<file path="config.mk">
export PLATFORM = sky130hd
export DESIGN_NAME = sample_rate_gen
export DESIGN_NICKNAME = d
export VERILOG_FILES = /design/src/rtl/sample_rate_gen.sv
export SDC_FILE = /design/constraint.sdc
export NUM_CORES = 1
export LEC_CHECK = 0
export BUFFER_PORTS_ARGS = -buffer_cell sky130_fd_sc_hd__buf_2
export CORE_MARGIN = 2
export CORE_UTILIZATION = 54
export DETAILED_ROUTE_END_ITERATION = 7
export PLACE_DENSITY = 0.77
export SLEW_MARGIN = 20
export SYNTH_ARGS = -nofsm -noshare
export SYNTH_HDL_FRONTEND = slang
export SYNTH_SLANG_ARGS = --single-unit
</file>
<file path="constraint.sdc">
create_clock -name clk -period 4.71 [get_ports clk]
set_clock_uncertainty 0.05 [all_clocks]
set_input_delay 0.471 -clock clk [delete_from_list [all_inputs] [get_ports clk]]
set_output_delay 0.471 -clock clk [all_outputs]
set_load 0.05 [all_outputs]
</file>
<file path="src/rtl/sample_rate_gen.sv">
module sample_rate_gen #(
  parameter int DIV_W = 8,
  parameter int WID_W = 8,
  parameter int PER_W = 12,
  parameter int SYNC_STAGES = 2,
  localparam int WID_LSB = DIV_W,
  localparam int PER_LSB = WID_LSB + WID_W,
  localparam int MODE_BIT = PER_LSB + PER_W,
  localparam int SRC_BIT = MODE_BIT + 1
) (
  input  logic             clk,
  input  logic             div_rst_n,
  input  logic             fs_rst_n,
  input  logic [SRC_BIT:0] cfg_word,
  input  logic             ext_clk,
  input  logic             word_req,
  input  logic             fs_pol,
  output logic             bclk,
  output logic             bclk_en,
  output logic             fs
);

  logic [DIV_W-1:0] div_q;
  logic             src_int_q;
  logic [WID_W-1:0] wid_q;
  logic [PER_W-1:0] per_q;
  logic             per_mode_q;
  logic             fr_run;

  assign fr_run = fs_rst_n & div_rst_n;

  always_ff @(posedge clk) begin
    if (!div_rst_n) begin
      div_q     <= cfg_word[DIV_W-1:0];
      src_int_q <= cfg_word[SRC_BIT];
    end
  end

  always_ff @(posedge clk) begin
    if (!fr_run) begin
      wid_q      <= cfg_word[PER_LSB-1:WID_LSB];
      per_q      <= cfg_word[MODE_BIT-1:PER_LSB];
      per_mode_q <= cfg_word[MODE_BIT];
    end
  end

  // reference tick selection
  logic [SYNC_STAGES:0] ext_sh;
  logic                 ext_rise, ref_tick;

  always_ff @(posedge clk) begin
    if (!div_rst_n) ext_sh <= '0;
    else            ext_sh <= {ext_sh[SYNC_STAGES-1:0], ext_clk};
  end

  assign ext_rise = ext_sh[SYNC_STAGES-1] & ~ext_sh[SYNC_STAGES];
  assign ref_tick = src_int_q | ext_rise;

  // divider: counts down, edge on zero
  logic [DIV_W-1:0] cnt, nxt_cnt;
  logic [DIV_W:0]   half, pos;

  assign nxt_cnt = (cnt == '0) ? div_q : cnt - 1'b1;
  assign half    = ({1'b0, div_q} + (DIV_W+1)'(2)) >> 1;
  assign pos     = {1'b0, div_q} - {1'b0, nxt_cnt};

  always_ff @(posedge clk) begin
    if (!div_rst_n) begin
      cnt     <= '0;
      bclk    <= 1'b0;
      bclk_en <= 1'b0;
    end else if (ref_tick) begin
      cnt     <= nxt_cnt;
      bclk    <= pos < half;
      bclk_en <= cnt == '0;
    end else begin
      bclk_en <= 1'b0;
    end
  end

  // frame generator
  logic [PER_W-1:0] fs_cnt, pcnt, wid_ext;
  logic             fs_act, started, pending;

  assign wid_ext = {{(PER_W-WID_W){1'b0}}, wid_q};
  assign pcnt    = !started ? '0 : (fs_cnt == per_q) ? '0 : fs_cnt + 1'b1;

  always_ff @(posedge clk) begin
    if (!fr_run) begin
      fs_cnt  <= '0;
      fs_act  <= 1'b0;
      started <= 1'b0;
      pending <= 1'b0;
    end else begin
      if (word_req && !per_mode_q) pending <= 1'b1;
      if (bclk_en) begin
        if (per_mode_q) begin
          started <= 1'b1;
          fs_cnt  <= pcnt;
          fs_act  <= pcnt <= wid_ext;
        end else if (fs_act && fs_cnt < wid_ext) begin
          fs_cnt <= fs_cnt + 1'b1;
        end else if (pending) begin
          fs_cnt  <= '0;
          fs_act  <= 1'b1;
          pending <= word_req;
        end else begin
          fs_act <= 1'b0;
        end
      end
    end
  end

  assign fs = fs_act ^ fs_pol;

  // observation state for the checks below
  logic           fs_prev, seen, req_seen;
  logic [PER_W:0] gap;

  always_ff @(posedge clk) begin
    if (!fr_run) begin
      fs_prev  <= 1'b0;
      seen     <= 1'b0;
      req_seen <= 1'b0;
      gap      <= '0;
    end else begin
      fs_prev <= fs_act;
      if (fs_act && !fs_prev) begin
        seen     <= 1'b1;
        gap      <= bclk_en ? (PER_W+1)'(1) : '0;
        req_seen <= word_req;
      end else begin
        if (bclk_en)  gap      <= gap + 1'b1;
        if (word_req) req_seen <= 1'b1;
      end
    end
  end


  div_quiet_chk: assert property (@(posedge clk)
    !div_rst_n |=> (!bclk_en && !bclk));


  en_on_rise_chk: assert property (@(posedge clk) disable iff (!div_rst_n)
    bclk_en |-> bclk);


  rise_has_en_chk: assert property (@(posedge clk) disable iff (!div_rst_n)
    $rose(bclk) |-> bclk_en);


  fs_quiet_chk: assert property (@(posedge clk)
    !fr_run |=> !fs_act);


  fs_period_chk: assert property (@(posedge clk) disable iff (!fr_run)
    (per_mode_q && seen && fs_act && !fs_prev) |-> gap == {1'b0, per_q} + (PER_W+1)'(1));


  fs_word_req_chk: assert property (@(posedge clk) disable iff (!fr_run)
    (!per_mode_q && fs_act && !fs_prev) |-> req_seen);

endmodule

</file>
Word level (Yosys, flattened, before mapping):

Cells that the tools add are included.

* register bits: 58
* output and inout port bits: 3
* word-level logic and storage cells: 50

* bitwise gates (word level): 5
* add/subtract/negate cells: 4
* $lt $le $gt $ge: 3
* mux-type cells: 14
* reduce and logical (&&, ||, !) cells: 9
* eq/ne operators: 2

Operators with widths (count)
* two-way mux 12 bit: 5
* adder 12 x 1 -> 12 bit (second input constant): 1
* == test 12 bit: 1
* less-or-equal comparator 12 x 8 -> 1 bit: 1
* < comparator 12 x 8 -> 1 bit: 1
* adder 8 x 2 -> 9 bit (second input constant): 1
* < comparator 9 x 8 -> 1 bit: 1
* subtractor 8 x 8 -> 9 bit: 1
* logical NOT 8 bit: 1
* two-way mux 1 bit: 8
* two-way mux 8 bit: 1
* AND reduction 2 bit: 4
* subtractor 8 x 1 -> 8 bit (second input constant): 1
* nonzero test 3 bit: 1
* bitwise AND 1 bit: 2
* logical AND 1 bit: 2
* inequality test 2 bit (second input constant): 1
* logical NOT 1 bit: 1
* NOT 1 bit: 1
* bitwise OR 1 bit: 1
* bitwise XOR 1 bit: 1

Logic depth before layout (Yosys ltp):

Gate-level depths: netlist of the first run.

* word-level depth: 7
* mapped depth: 22

Least setup slack after synthesis of the first run:

No wires, ideal clock.

* path type: register to register
* start: register cnt[0]
* end: register bclk
* path buffers: 1
* stages on the path, launching flop included: 23
* data required time: 4.591 ns
* slack: 0.307 ns
* arrival: 4.285 ns
* path through: dfxtp_1 inv_1 ha_1 nor3b_2 nand2_1 clkbuf_1 nor2_1 a21oi_1 ha_1 inv_1 fa_1 a21oi_1 inv_1 a21oi_1 a211oi_1 or4_4 nand2b_1 xnor2_1 ha_1 o21ai_0 nor3_1 or4_1 o21ai_1

* longest elaborated chain between the ends: 4
* elaborated cells between the ends (all ways): 5

Ends and longest elaborated chain
* from (decl): line 60 `logic [DIV_W-1:0] cnt, nxt_cnt;`
* from (signal assigned): line 73 `cnt <= nxt_cnt;`
* subtractor 8 x 1 -> 8 bit / logical NOT 8 bit (equally long branches): line 63 `assign nxt_cnt = (cnt == '0) ? div_q : cnt - 1'b1;`
* two-way mux 8 bit *: line 63
* via nxt_cnt[0]: line 60
* subtractor 8 x 8 -> 9 bit *: line 65 `assign pos = {1'b0, div_q} - {1'b0, nxt_cnt};`
* < comparator 9 x 8 -> 1 bit *: line 74 `bclk <= pos < half;`
* to (signal assigned): line 74
* to (decl): line 18 `output logic bclk,`

The timed path passes the listed nets; every way through them passes the cells marked *.
A chain may end at the register's enable or synchronous reset.

Worst setup path after layout of the first run:

Ends and elaborated chain as after synthesis.

==> results of run 1 <==
==> cells by family (layout without fill, tap and decap cells) <==
group	Yosys count	after routing	synth area share (%)
simple gates	132	132	18.40
compound gates	105	105	18.23
flops	58	58	39.21
buf+inv	41	84	4.700
xor+xnor	34	34	7.989
fa+ha+maj	32	32	10.94
mux	2	2	0.5371
==> state kept, by name (all words and copies together), names as in the netlist, 3 cells and up <==
signal / count
div_q: 8
ext_sh: 3
per_q: 12
fs_cnt: 12
cnt: 8
wid_q: 8
==> area by class of cell <==
| type | instances | share of cell area (%) |
|---|---|---|
| Multi-Input combinational cell | 305 | 50.37 |
| Clock buffer | 9 | 2.956 |
| Clock inverter | 7 | 1.642 |
| Timing Repair Buffer | 44 | 5.614 |
| Sequential cell | 58 | 34.88 |
| Tap cell | 80 | 2.389 |
| Inverter | 24 | 2.150 |
==> power breakdown <==
| group | switching (mW) | internal [mW] | total (mW) |
|---|---|---|---|
| registers | 0.0854 | 0.594 | 0.679 |
| logic | 0.795 | 0.642 | 1.44 |
| clock network | 0.212 | 0.243 | 0.455 |
==> synthesized netlist by cell type, types with 2 or more instances <==
library cell,count,area (um2)
mux2i_1,2,20.02
and2_1,6,37.54
nand2b_1,3,18.77
a22oi_1,3,22.52
or4_1,2,15.01
nand3_1,16,80.08
ha_1,31,387.9
inv_1,23,86.33
a211oi_1,8,60.06
nand2_1,35,131.4
edfxtp_1,30,900.9
xor2_1,9,78.83
nand4_1,6,37.54
a21o_1,6,45.04
or2_2,2,12.51
xnor2_1,25,219.0
clkbuf_1,7,26.28
nor2_1,30,112.6
a211o_1,6,52.55
o21ai_0,18,90.09
nor2b_1,6,37.54
nor4_1,2,12.51
clkbuf_2,2,10.01
nor3_1,9,45.04
o211ai_1,2,15.01
o21a_1,4,30.03
o22ai_1,2,12.51
o31ai_1,4,30.03
o21ai_1,3,15.01
a31oi_1,5,31.28
buf_2,6,30.03
dfxtp_1,28,560.5
a21oi_1,35,175.2
and3_1,6,37.54
==> worst max-delay path: stages, from the launching register on <==
cell and delay, ns:
dfxtp_1 0.37, inv_1 0.13, ha_1 0.18, nor3b_4 0.32
nand2_2 0.16, a21oi_2 0.17, ha_1 0.17, inv_1 0.07
fa_2 0.37, a21oi_2 0.16, inv_1 0.07, a21oi_1 0.15
a211oi_1 0.08, or4_4 0.53, nand2b_1 0.12, xnor2_1 0.13
ha_1 0.25, o21ai_1 0.16, nor3_1 0.07, or4_1 0.48
o21ai_1 0.13
==> layer usage <==
metal	GRT usage, %	vias to the layer above	wire length (um)
li1	-	1553	-
met1	31.53	1460	3826
met2	35.53	110	3662
met3	4.265	24	507
met4	8.807	0	189
met5	0	-	0
==> how the worst max path moves through the flow <==
stage | from | end | slack, ns | cells after the start
6_report | cnt[0]$_SDFFE_PN0N_ | bclk$_SDFFE_PN0N_ | 0.32 | 20
5_1_grt | cnt[0]$_SDFFE_PN0N_ | bclk$_SDFFE_PN0N_ | 0.02 | 20
4_1_cts | cnt[0]$_SDFFE_PN0N_ | bclk$_SDFFE_PN0N_ | 0.02 | 20
3_5_place_dp | cnt[0]$_SDFFE_PN0N_ | bclk$_SDFFE_PN0N_ | 0.07 | 20
3_3_place_gp | cnt[0]$_SDFFE_PN0N_ | bclk$_SDFFE_PN0N_ | 0.32 | 20
2_1_floorplan | cnt[0]$_SDFFE_PN0N_ | bclk$_SDFFE_PN0N_ | 0.31 | 22
==> timing repair <==
action | 4_1_cts | 5_1_grt
setup endpoints to repair | 0 | 1
resized for setup | 0 | 7
buffers inserted | 0 | 2
==> metrics.cfg, run 1 <==
[run_status]
status=completed

[timing]
setup_viol=0
slew_violations=0
period_share_pct=93.30
timing.hold.ws_ns=0.2511
finalSetupTns_ns=0
max_clock_freq_ghz=0.2276
hold_viol_final=0
relSlewSlack_pct=40.48
worst_pin_slew_ns=0.8928
setup_slack_ns=0.3156
fin_crit_ns=4.394
rsz0062_at_grt=false

[cells_and_area]
diodes=0
area_growth_pct=12.42
layout_commonest_cell=buf_2
drive_above_1_share_pct=16.78
final_cells=527
fin_area_um2=4190
multiInputGateArea_um2=2111
seqCellArea_um2=1461
layout_common_cells=38 x buf_2, 34 x nand2_1, 33 x a21oi_1
nFillCells=558
utilization_pct=62.37
nNetsFinal=510

[placement]
gp_congestion=0.9522
io_buffers=38
dp.cells=509
pre_cts_ws_ns=0.06587
placed_cell_area_um2=3963
place_hpwl_um=5924

[clock_network]
clk_pin_slew_ns=0.07
h-tree-depth=3
cts_tree=done
clk_latency_ns=0.34
cts_inserted_buffers=9
clk_path_buf_depth=2
cts_root_buf=clkbuf_8
cts_sinks=58
ctsHoldBuffers=0

[worst_setup_path]
cp-start-kind=register
cp.arrival_ns=4.62
r2r-end=bclk$_SDFFE_PN0N_
reg2reg_depth=20
worstPathRequired_ns=4.93
worstPathMaxFanout=7
critPathKind=reg2reg
r2r_slack_ns=0.32
endpoint_kind=register
rr_startpoint=cnt[0]$_SDFFE_PN0N_

[yosys]
netlist_instances=404
synth.distinct_cells=56
ys_ff_latch=58
syn_area_um2=3727
synth_seq_area_share_pct=39.21
synth_edf_count=30
synthesis.area_per_instance_um2=9.226
synth_top_flop_cell=edfxtp_1
synthesis.nets=472
ys.warnings.count=0
async_flop_share_pct=0

[min_path]
hold_class=in2reg
hold_start=cfg_word[14]
holdPathStages=1
whs_endpoint=wid_q[6]$_DFFE_PN_

[power_and_ir_drop]
power_mw=2.570
ir_drop_uv=304.4
p_leak_nw=1.665
power_density_nw_per_um2=613.4

[floorplan]
core_um2=6719
initial_core_util_pct=55.47
rows=30
dieArea_um2=7583
io_pins=39
die_y_um=87.08
die_w_um=87.08

[routing]
first_pass_iters=5
drt-vias-per-instance=5.972
wire_per_inst_um=15.53
ant_nets=0
drt_iter0_drc=370
vias=3147
drcViolationCount=0
drt-total-wl_um=8185

[global_routing]
grt_start_max_net_pins=31
grt_overflow=0
grt_pass1_wl_um=13630
grt_pass1_vias=2948
grt_use_total_pct=22.84
grt_antenna_before_repair=0

[job]
cap_violations=0

Note: power is estimated with default switching activity, not from simulation.
==> run 2: changes to the inputs <==
--- a/config.mk
+++ b/config.mk
@@ -5,7 +5,9 @@
 export SDC_FILE = /design/constraint.sdc
 export NUM_CORES = 1
 export LEC_CHECK = 0
+export ABC_AREA = 1
 export BUFFER_PORTS_ARGS = -buffer_cell sky130_fd_sc_hd__buf_2
+export CORE_ASPECT_RATIO = 1.25
 export CORE_MARGIN = 2
 export CORE_UTILIZATION = 54
 export DETAILED_ROUTE_END_ITERATION = 7
==> metrics.cfg, run 2 <==
[routing]
drcViolationCount=0  ; unchanged
drt_iter0_drc=106  ; was 370
first_pass_iters=5  ; unchanged
drt-vias-per-instance=5.176  ; was 5.972
vias=3090  ; was 3,147
drt-total-wl_um=7804  ; was 8185 um
ant_nets=0  ; unchanged
wire_per_inst_um=13.07  ; was 15.53 um

[worst_setup_path]
cp.arrival_ns=3.76  ; was 4.62 ns
cp-start-kind=register  ; unchanged
endpoint_kind=register  ; unchanged
worstPathMaxFanout=18  ; was 7
worstPathRequired_ns=4.94  ; was 4.93 ns
critPathKind=reg2reg  ; unchanged

[yosys]
synth_top_family_by_area=simple AND/OR/NAND/NOR gates  ; unchanged
synthMuxAreaShare_pct=0  ; was 0.5371%
synth_largest_area_cell=edfxtp_1  ; unchanged
synth_fa_ha_area_share_pct=10.79  ; was 10.94%
synth_top_flop_cell=edfxtp_1  ; unchanged
synthesis.nets=528  ; was 472
synthTopCellsByCount=106 x nand2_1, 57 x inv_1, 36 x nor2_1, 32 x a21oi_1, 31 x ha_1  ; was 35 x a21oi_1, 35 x nand2_1, 31 x ha_1, 30 x edfxtp_1, 30 x nor2_1
ys.warnings.count=0  ; unchanged
synth_most_common_cell=nand2_1
synth_seq_area_share_pct=38.65  ; was 39.21%
synth_compound_gate_area_share_pct=9.729  ; was 18.23%
synth_edf_count=30  ; unchanged
synthesis.area_per_instance_um2=8.220  ; was 9.226 um2
synth_xor_area_share_pct=7.644  ; was 7.989%
synth_simple_gate_area_share_pct=25.48  ; was 18.40%
synth_top_area_share_pct=23.83  ; was 24.17%
ys_ff_latch=58  ; unchanged
synth.distinct_cells=36  ; was 56
synthTopCellsByArea=edfxtp_1 24%, dfxtp_1 15%, nand2_1 11%  ; was edfxtp_1 24%, dfxtp_1 15%, ha_1 10%
netlist_instances=460  ; was 404
async_flop_share_pct=0  ; unchanged
syn_area_um2=3781  ; was 3727 um2

[timing]
period_share_pct=74.92  ; was 93.30%
fin_crit_ns=3.529  ; was 4.394 ns
setup_slack_ns=1.181  ; was 0.3156 ns
max_clock_freq_ghz=0.2834  ; was 0.2276 GHz
hold_viol_final=0  ; unchanged
rsz0062_at_grt=false  ; unchanged
worst_pin_slew_ns=1.016  ; was 0.8928 ns
setup_viol=0  ; unchanged
slew_violations=0  ; unchanged
finalSetupTns_ns=0  ; unchanged
relSlewSlack_pct=32.24  ; was 40.48%

[clock_network]
h-tree-depth=3  ; unchanged
ctsHoldBuffers=0  ; unchanged
cts_tree=done  ; unchanged
clk_pin_slew_ns=0.08  ; was 0.07 ns
cts_inserted_buffers=9  ; unchanged
ctsResizeCount=0  ; unchanged
cts_setup_buffers=0  ; unchanged
cts_root_buf=clkbuf_8  ; unchanged
clk_latency_ns=0.35  ; was 0.34 ns
cts_sinks=58  ; unchanged
clk_path_buf_depth=2  ; unchanged

[global_routing]
grt_pass1_wl_um=13500  ; was 13,630 um
grt_use_total_pct=22.22  ; was 22.84%
grt_antenna_before_repair=0  ; unchanged
grt_overflow=0  ; unchanged
grt_start_max_net_pins=37  ; was 31
grt_pass1_vias=3114  ; was 2,948

[floorplan]
die_w_um=78.85  ; was 87.08 um
io_pins=39  ; unchanged
dieArea_um2=7692  ; was 7583 um2
rows=34  ; was 30
initial_core_util_pct=54.87  ; was 55.47%
core_um2=6892  ; was 6719 um2
die_y_um=97.56  ; was 87.08 um

[cells_and_area]
layout_common_cells=106 x nand2_1, 57 x inv_1, 38 x buf_2  ; was 38 x buf_2, 34 x nand2_1, 33 x a21oi_1
drive_above_1_share_pct=17.36  ; was 16.78%
largestRegisters=fs_cnt x12, per_q x12  ; unchanged
fin_area_um2=4238  ; was 4190 um2
area_growth_pct=12.08  ; was 12.42%
layout_commonest_cell=nand2_1  ; was buf_2
nNetsFinal=570  ; was 510
diodes=0  ; unchanged

[placement]
io_buffers=38  ; unchanged
pre_cts_ws_ns=1.219  ; was 0.06587 ns
place_hpwl_um=5915  ; was 5924 um
gp_congestion=0.9283  ; was 0.9522
placed_cell_area_um2=4036  ; was 3963 um2

[min_path]
hold_class=in2reg  ; unchanged

[power_and_ir_drop]
power_density_nw_per_um2=403.7  ; was 613.4 nW/um2
p_leak_nw=1.884  ; was 1.665 nW
ir_drop_uv=269.2  ; was 304.4 uV

[run_status]
status=completed  ; unchanged

[job]
cap_violations=0  ; unchanged

-- run 2: changes by cell type in the layout (fill, tap and decap cells not counted), sizes merged, moves of 6 or more --
cell,before,now
nand3b,1,7
xnor2,25,17
a211o,6,0
nand2,35,114
nor2b,6,0
and3,6,0
and2,6,0
inv,24,64
a211oi,8,1
nor2,30,43
xor2,9,16
nand3,17,26
-- run 2: final timing paths --
kind / from / end / slack [ns] / cells past startpoint
worst max-delay path: cnt[0]$_SDFFE_PN0N_ / bclk$_SDFFE_PN0N_ / 1.18 / 23
worst min-delay path: cfg_word[26] / per_q[10]$_DFFE_PN_ / 0.24 / 1
worst max register to register: cnt[0]$_SDFFE_PN0N_ / bclk$_SDFFE_PN0N_ / 1.18 / 23
worst min register to register: ext_sh[0]$_SDFF_PN0_ / ext_sh[1]$_SDFF_PN0_ / 0.36 / 2
-- run 2: where the power goes --
group | internal [mW] | leakage, nW | switching (mW) | total (mW)
registers | 0.575 | 0.530 | 0.0336 | 0.609
clock network | 0.246 | 0.0881 | 0.219 | 0.465
logic | 0.248 | 1.27 | 0.389 | 0.637
-- run 2: logic make-up after synthesis --
family          count (synthesis)
compound gates                 63
xor+xnor                       33
fa+ha+maj                      32
buf+inv                        71
flops                          58
simple gates                  203
-- run 2: final cells by class --
cell class / instances / area, um2
Clock inverter: 7 / 77.57
Fill cell: 644 / 2654
Clock buffer: 9 / 123.9
Timing Repair Buffer: 39 / 197.7
Multi-Input combinational cell: 331 / 2028
Tap cell: 90 / 112.6
Sequential cell: 58 / 1461
Inverter: 63 / 236.5
-- run 2: layer usage --
metal | part of all wire, % | wire, um | track usage [%] | vias up
li1 | - | - | - | 1590
met1 | 38 | 2960 | 22.75 | 1426
met2 | 56 | 4385 | 41.75 | 57
met3 | 3.3 | 255 | 5.669 | 17
met4 | 2.6 | 202 | 9.416 | 0
met5 | 0 | 0 | 0 | -
-- run 2: critical path, cell delays in order, from the launching register on --
cell and delay (ns):
dfxtp_1 0.30, inv_1 0.18, ha_1 0.20, inv_1 0.04, nor2_1 0.18, nand2_4 0.17
o21ai_0 0.41, ha_1 0.32, a31oi_1 0.25, inv_1 0.10, xor2_1 0.16, inv_1 0.06
ha_1 0.31, nand2_1 0.07, a21oi_1 0.04, nor2_1 0.09, nand2_1 0.06, nand2_1 0.05
nand2_1 0.05, nand2_1 0.05, nand2_1 0.05, a21oi_1 0.11, nand2_1 0.08, a21oi_2 0.10
-- run 2: through the flow --
| stage | hold slack, ns | util, % | power, mW | cells |
|---|---|---|---|---|
| 2_1_floorplan | 0.3405 | - | 1.120 | 460 |
| 3_5_place_dp | 0.3502 | 58.57 | 1.247 | 581 |
| 3_3_place_gp | 0.3506 | 58.57 | 1.224 | 581 |
| 4_1_cts | 0.2290 | 61.49 | 1.724 | 597 |
| 6_report | 0.2414 | 61.49 | 1.711 | 597 |
| 5_1_grt | 0.2212 | 61.49 | 1.855 | 597 |
==> run 3: changes to the inputs <==
--- a/config.mk
+++ b/config.mk
@@ -5,13 +5,13 @@
 export SDC_FILE = /design/constraint.sdc
 export NUM_CORES = 1
 export LEC_CHECK = 0
-export ABC_AREA = 1
+export ABC_AREA = 0
 export BUFFER_PORTS_ARGS = -buffer_cell sky130_fd_sc_hd__buf_2
 export CORE_ASPECT_RATIO = 1.25
 export CORE_MARGIN = 2
-export CORE_UTILIZATION = 54
+export CORE_UTILIZATION = 59
 export DETAILED_ROUTE_END_ITERATION = 7
-export PLACE_DENSITY = 0.77
+export PLACE_DENSITY = 0.8
 export SLEW_MARGIN = 20
 export SYNTH_ARGS = -nofsm -noshare
 export SYNTH_HDL_FRONTEND = slang
==> constraint.sdc (replaced) <==
create_clock -name clk -period 3.3 [get_ports clk]
set_clock_uncertainty 0.05 [all_clocks]
set_input_delay 0.33 -clock clk [delete_from_list [all_inputs] [get_ports clk]]
set_output_delay 0.33 -clock clk [all_outputs]
set_load 0.05 [all_outputs]
==> metrics.cfg, run 3 (same netlist as run 1, synthesis figures left out) <==
[run_status]
status=finished, violations left  ; was completed
violations=setup timing

[routing]
drt-total-wl_um=8941  ; was 7804 um
vias=3320  ; was 3,090
wire_per_inst_um=15.85  ; was 13.07 um
first_pass_iters=5  ; unchanged
drt-vias-per-instance=5.887  ; was 5.176
drcViolationCount=0  ; unchanged
drt_iter0_drc=158  ; was 106
ant_nets=0  ; unchanged

[power_and_ir_drop]
p_leak_nw=1.853  ; was 1.884 nW
power_mw=4.352  ; was 1.711 mW
power_density_nw_per_um2=959.7  ; was 403.7 nW/um2
ir_drop_uv=1011  ; was 269.2 uV

[timing]
relSlewSlack_pct=45.80  ; was 32.24%
hold_viol_final=0  ; unchanged
slew_violations=0  ; unchanged
period_share_pct=117.9  ; was 74.92%
rsz0062_at_grt=true  ; was false
setup_slack_ns=-0.5904  ; was 1.181 ns
finalSetupTns_ns=-0.5904  ; was 0 ns
worst_pin_slew_ns=0.8130  ; was 1.016 ns
setup_viol=1  ; was 0
fin_crit_ns=3.890  ; was 3.529 ns
max_clock_freq_ghz=0.2570  ; was 0.2834 GHz
timing.hold.ws_ns=0.1054  ; was 0.2414 ns

[placement]
pre_cts_ws_ns=-0.7214  ; was 1.219 ns
io_buffers=38  ; unchanged
gp_congestion=0.9071  ; was 0.9283
place_hpwl_um=6718  ; was 5915 um

[global_routing]
grt_antenna_before_repair=0  ; unchanged
grt_pass1_wl_um=14600  ; was 13,500 um
grt_start_max_net_pins=19  ; was 37
grt_use_total_pct=27.69  ; was 22.22%
grt_pass1_vias=3318  ; was 3,114
grt_overflow=0  ; unchanged

[cells_and_area]
largestRegisters=fs_cnt x12, per_q x12  ; unchanged
diodes=0  ; unchanged
layout_common_cells=38 x buf_2, 38 x buf_4, 34 x nand2_1  ; was 106 x nand2_1, 57 x inv_1, 38 x buf_2
nNetsFinal=542  ; was 570
multiInputGateArea_um2=2172  ; was 2028 um2
area_growth_pct=21.65  ; was 12.08%
nFillCells=482  ; was 644
utilization_pct=74.02  ; was 61.49%
drive_above_1_share_pct=25.26  ; was 17.36%
seqCellArea_um2=1466  ; was 1461 um2

[worst_setup_path]
cp-start-kind=register  ; unchanged
cp.arrival_ns=4.12  ; was 3.76 ns
r2r-end=bclk$_SDFFE_PN0N_  ; unchanged
crit_top_cell=inv_2  ; was nand2_1
worstPathMaxFanout=5  ; was 18
rr_startpoint=cnt[0]$_SDFFE_PN0N_  ; unchanged
reg2reg_depth=20  ; was 23
worstPathRequired_ns=3.53  ; was 4.94 ns
critical_path_buf_inv_count=3  ; was 4
path_cells=inv_2 -> ha_1 -> nor3b_4 -> nand2_2 -> a21oi_2 -> ha_2 -> inv_2 -> fa_2 -> a21oi_4 -> inv_2 -> a21oi_2 -> a211oi_2 -> or4_4 -> nand2b_4 -> xnor2_2 -> ha_1 -> o21ai_2 -> nor3_1 -> or4_1 -> o21ai_1  ; was inv_1 -> ha_1 -> inv_1 -> nor2_1 -> nand2_4 -> o21ai_0 -> ha_1 -> a31oi_1 -> inv_1 -> xor2_1 -> inv_1 -> ha_1 -> nand2_1 -> a21oi_1 -> nor2_1 -> nand2_1 -> nand2_1 -> nand2_1 -> nand2_1 -> nand2_1 -> a21oi_1 -> nand2_1 -> a21oi_2
crit_path_max_incr_delay_ns=0.51  ; was 0.41 ns
critPathKind=reg2reg  ; unchanged
crit_slowest_cell=or4_4  ; was o21ai_0
r2r_slack_ns=-0.59  ; was 1.18 ns
cpLargestDelayFamily=simple AND/OR/NAND/NOR gates  ; was compound AO/OA/AOI/OAI gates
endpoint_kind=register  ; unchanged

[floorplan]
die_y_um=92.87  ; was 97.56 um
io_pins=39  ; unchanged
die_w_um=75.09  ; was 78.85 um
dieArea_um2=6973  ; was 7692 um2
initial_core_util_pct=60.85  ; was 54.87%
core_um2=6126  ; was 6892 um2
rows=32  ; was 34

[clock_network]
cts_inserted_buffers=9  ; unchanged
cts_root_buf=clkbuf_8  ; unchanged
clk_pin_slew_ns=0.07  ; was 0.08 ns
ctsHoldBuffers=0  ; unchanged
cts_tree=done  ; unchanged
cts_setup_buffers=0  ; unchanged
clk_latency_ns=0.34  ; was 0.35 ns
h-tree-depth=3  ; unchanged
clk_path_buf_depth=2  ; unchanged
cts_sinks=58  ; unchanged

[min_path]
whs_endpoint=div_q[3]$_DFFE_PN_  ; was per_q[10]$_DFFE_PN_
holdPathStages=1  ; unchanged
hold_class=in2reg  ; unchanged
hold_start=cfg_word[3]  ; was cfg_word[26]

[job]
cap_violations=0  ; unchanged

## run 3: cell type report
| type | count | area share [%] |
|---|---|---|
| Tap cell | 85 | 2.345 |
| Clock buffer | 13 | 3.974 |
| Timing Repair Buffer | 76 | 10.49 |
| Sequential cell | 58 | 32.34 |
| Clock inverter | 3 | 0.9658 |
| Multi-Input combinational cell | 305 | 47.90 |
| Inverter | 24 | 1.987 |
## run 3: worst reg2reg max path, delay by kind of cell (launching register included)
family / cells / cell delay [ns]
AND/OR/NAND/NOR: 6 / 1.45
AO/OA/AOI/OAI: 6 / 0.77
buffers and inverters: 3 / 0.15
adder cells (fa/ha/maj): 4 / 1.01
flip-flops: 1 / 0.34
XOR/XNOR: 1 / 0.07
## run 3: power by group
part	total (mW)	leakage [nW]	internal (mW)	switching, mW
clock	0.732	0.115	0.436	0.296
combinational	2.69	1.21	1.31	1.38
sequential	0.930	0.531	0.850	0.0799
## run 3: stage by stage
step           instances  cell area [um2]
2_1_floorplan        404             3777
3_3_place_gp         548             4264
3_5_place_dp         548             4264
4_1_cts              564             4519
5_1_grt              564             4534
6_report             564             4534
## run 3: worst max-delay path by stage
| stage | slack, ns | startpoint | cells past startpoint | endpoint |
|---|---|---|---|---|
| floorplan | -0.76 | cnt[0]$_SDFFE_PN0N_ | 21 | bclk$_SDFFE_PN0N_ |
| global placement | -0.58 | cnt[0]$_SDFFE_PN0N_ | 21 | bclk$_SDFFE_PN0N_ |
| detailed placement | -0.72 | cnt[0]$_SDFFE_PN0N_ | 16 | bclk$_SDFFE_PN0N_ |
| global route | -0.76 | cnt[0]$_SDFFE_PN0N_ | 20 | bclk$_SDFFE_PN0N_ |
| finish | -0.59 | cnt[0]$_SDFFE_PN0N_ | 20 | bclk$_SDFFE_PN0N_ |
| CTS | -0.55 | cnt[0]$_SDFFE_PN0N_ | 20 | bclk$_SDFFE_PN0N_ |
## run 3: per-layer routing
layer,GRT usage [%],vias up,wire length [um]
li1,-,1602,-
met1,29.81,1556,3284
met2,48.17,127,4824
met3,5.985,35,459
met4,15.92,0,372
met5,0,-,0
## run 3: what timing repair did
| action | CTS | global route |
|---|---|---|
| cloned | 0 | 0 |
| pin swaps | 5 | 2 |
| resized for setup | 7 | 3 |
| setup endpoints to repair | 1 | 1 |
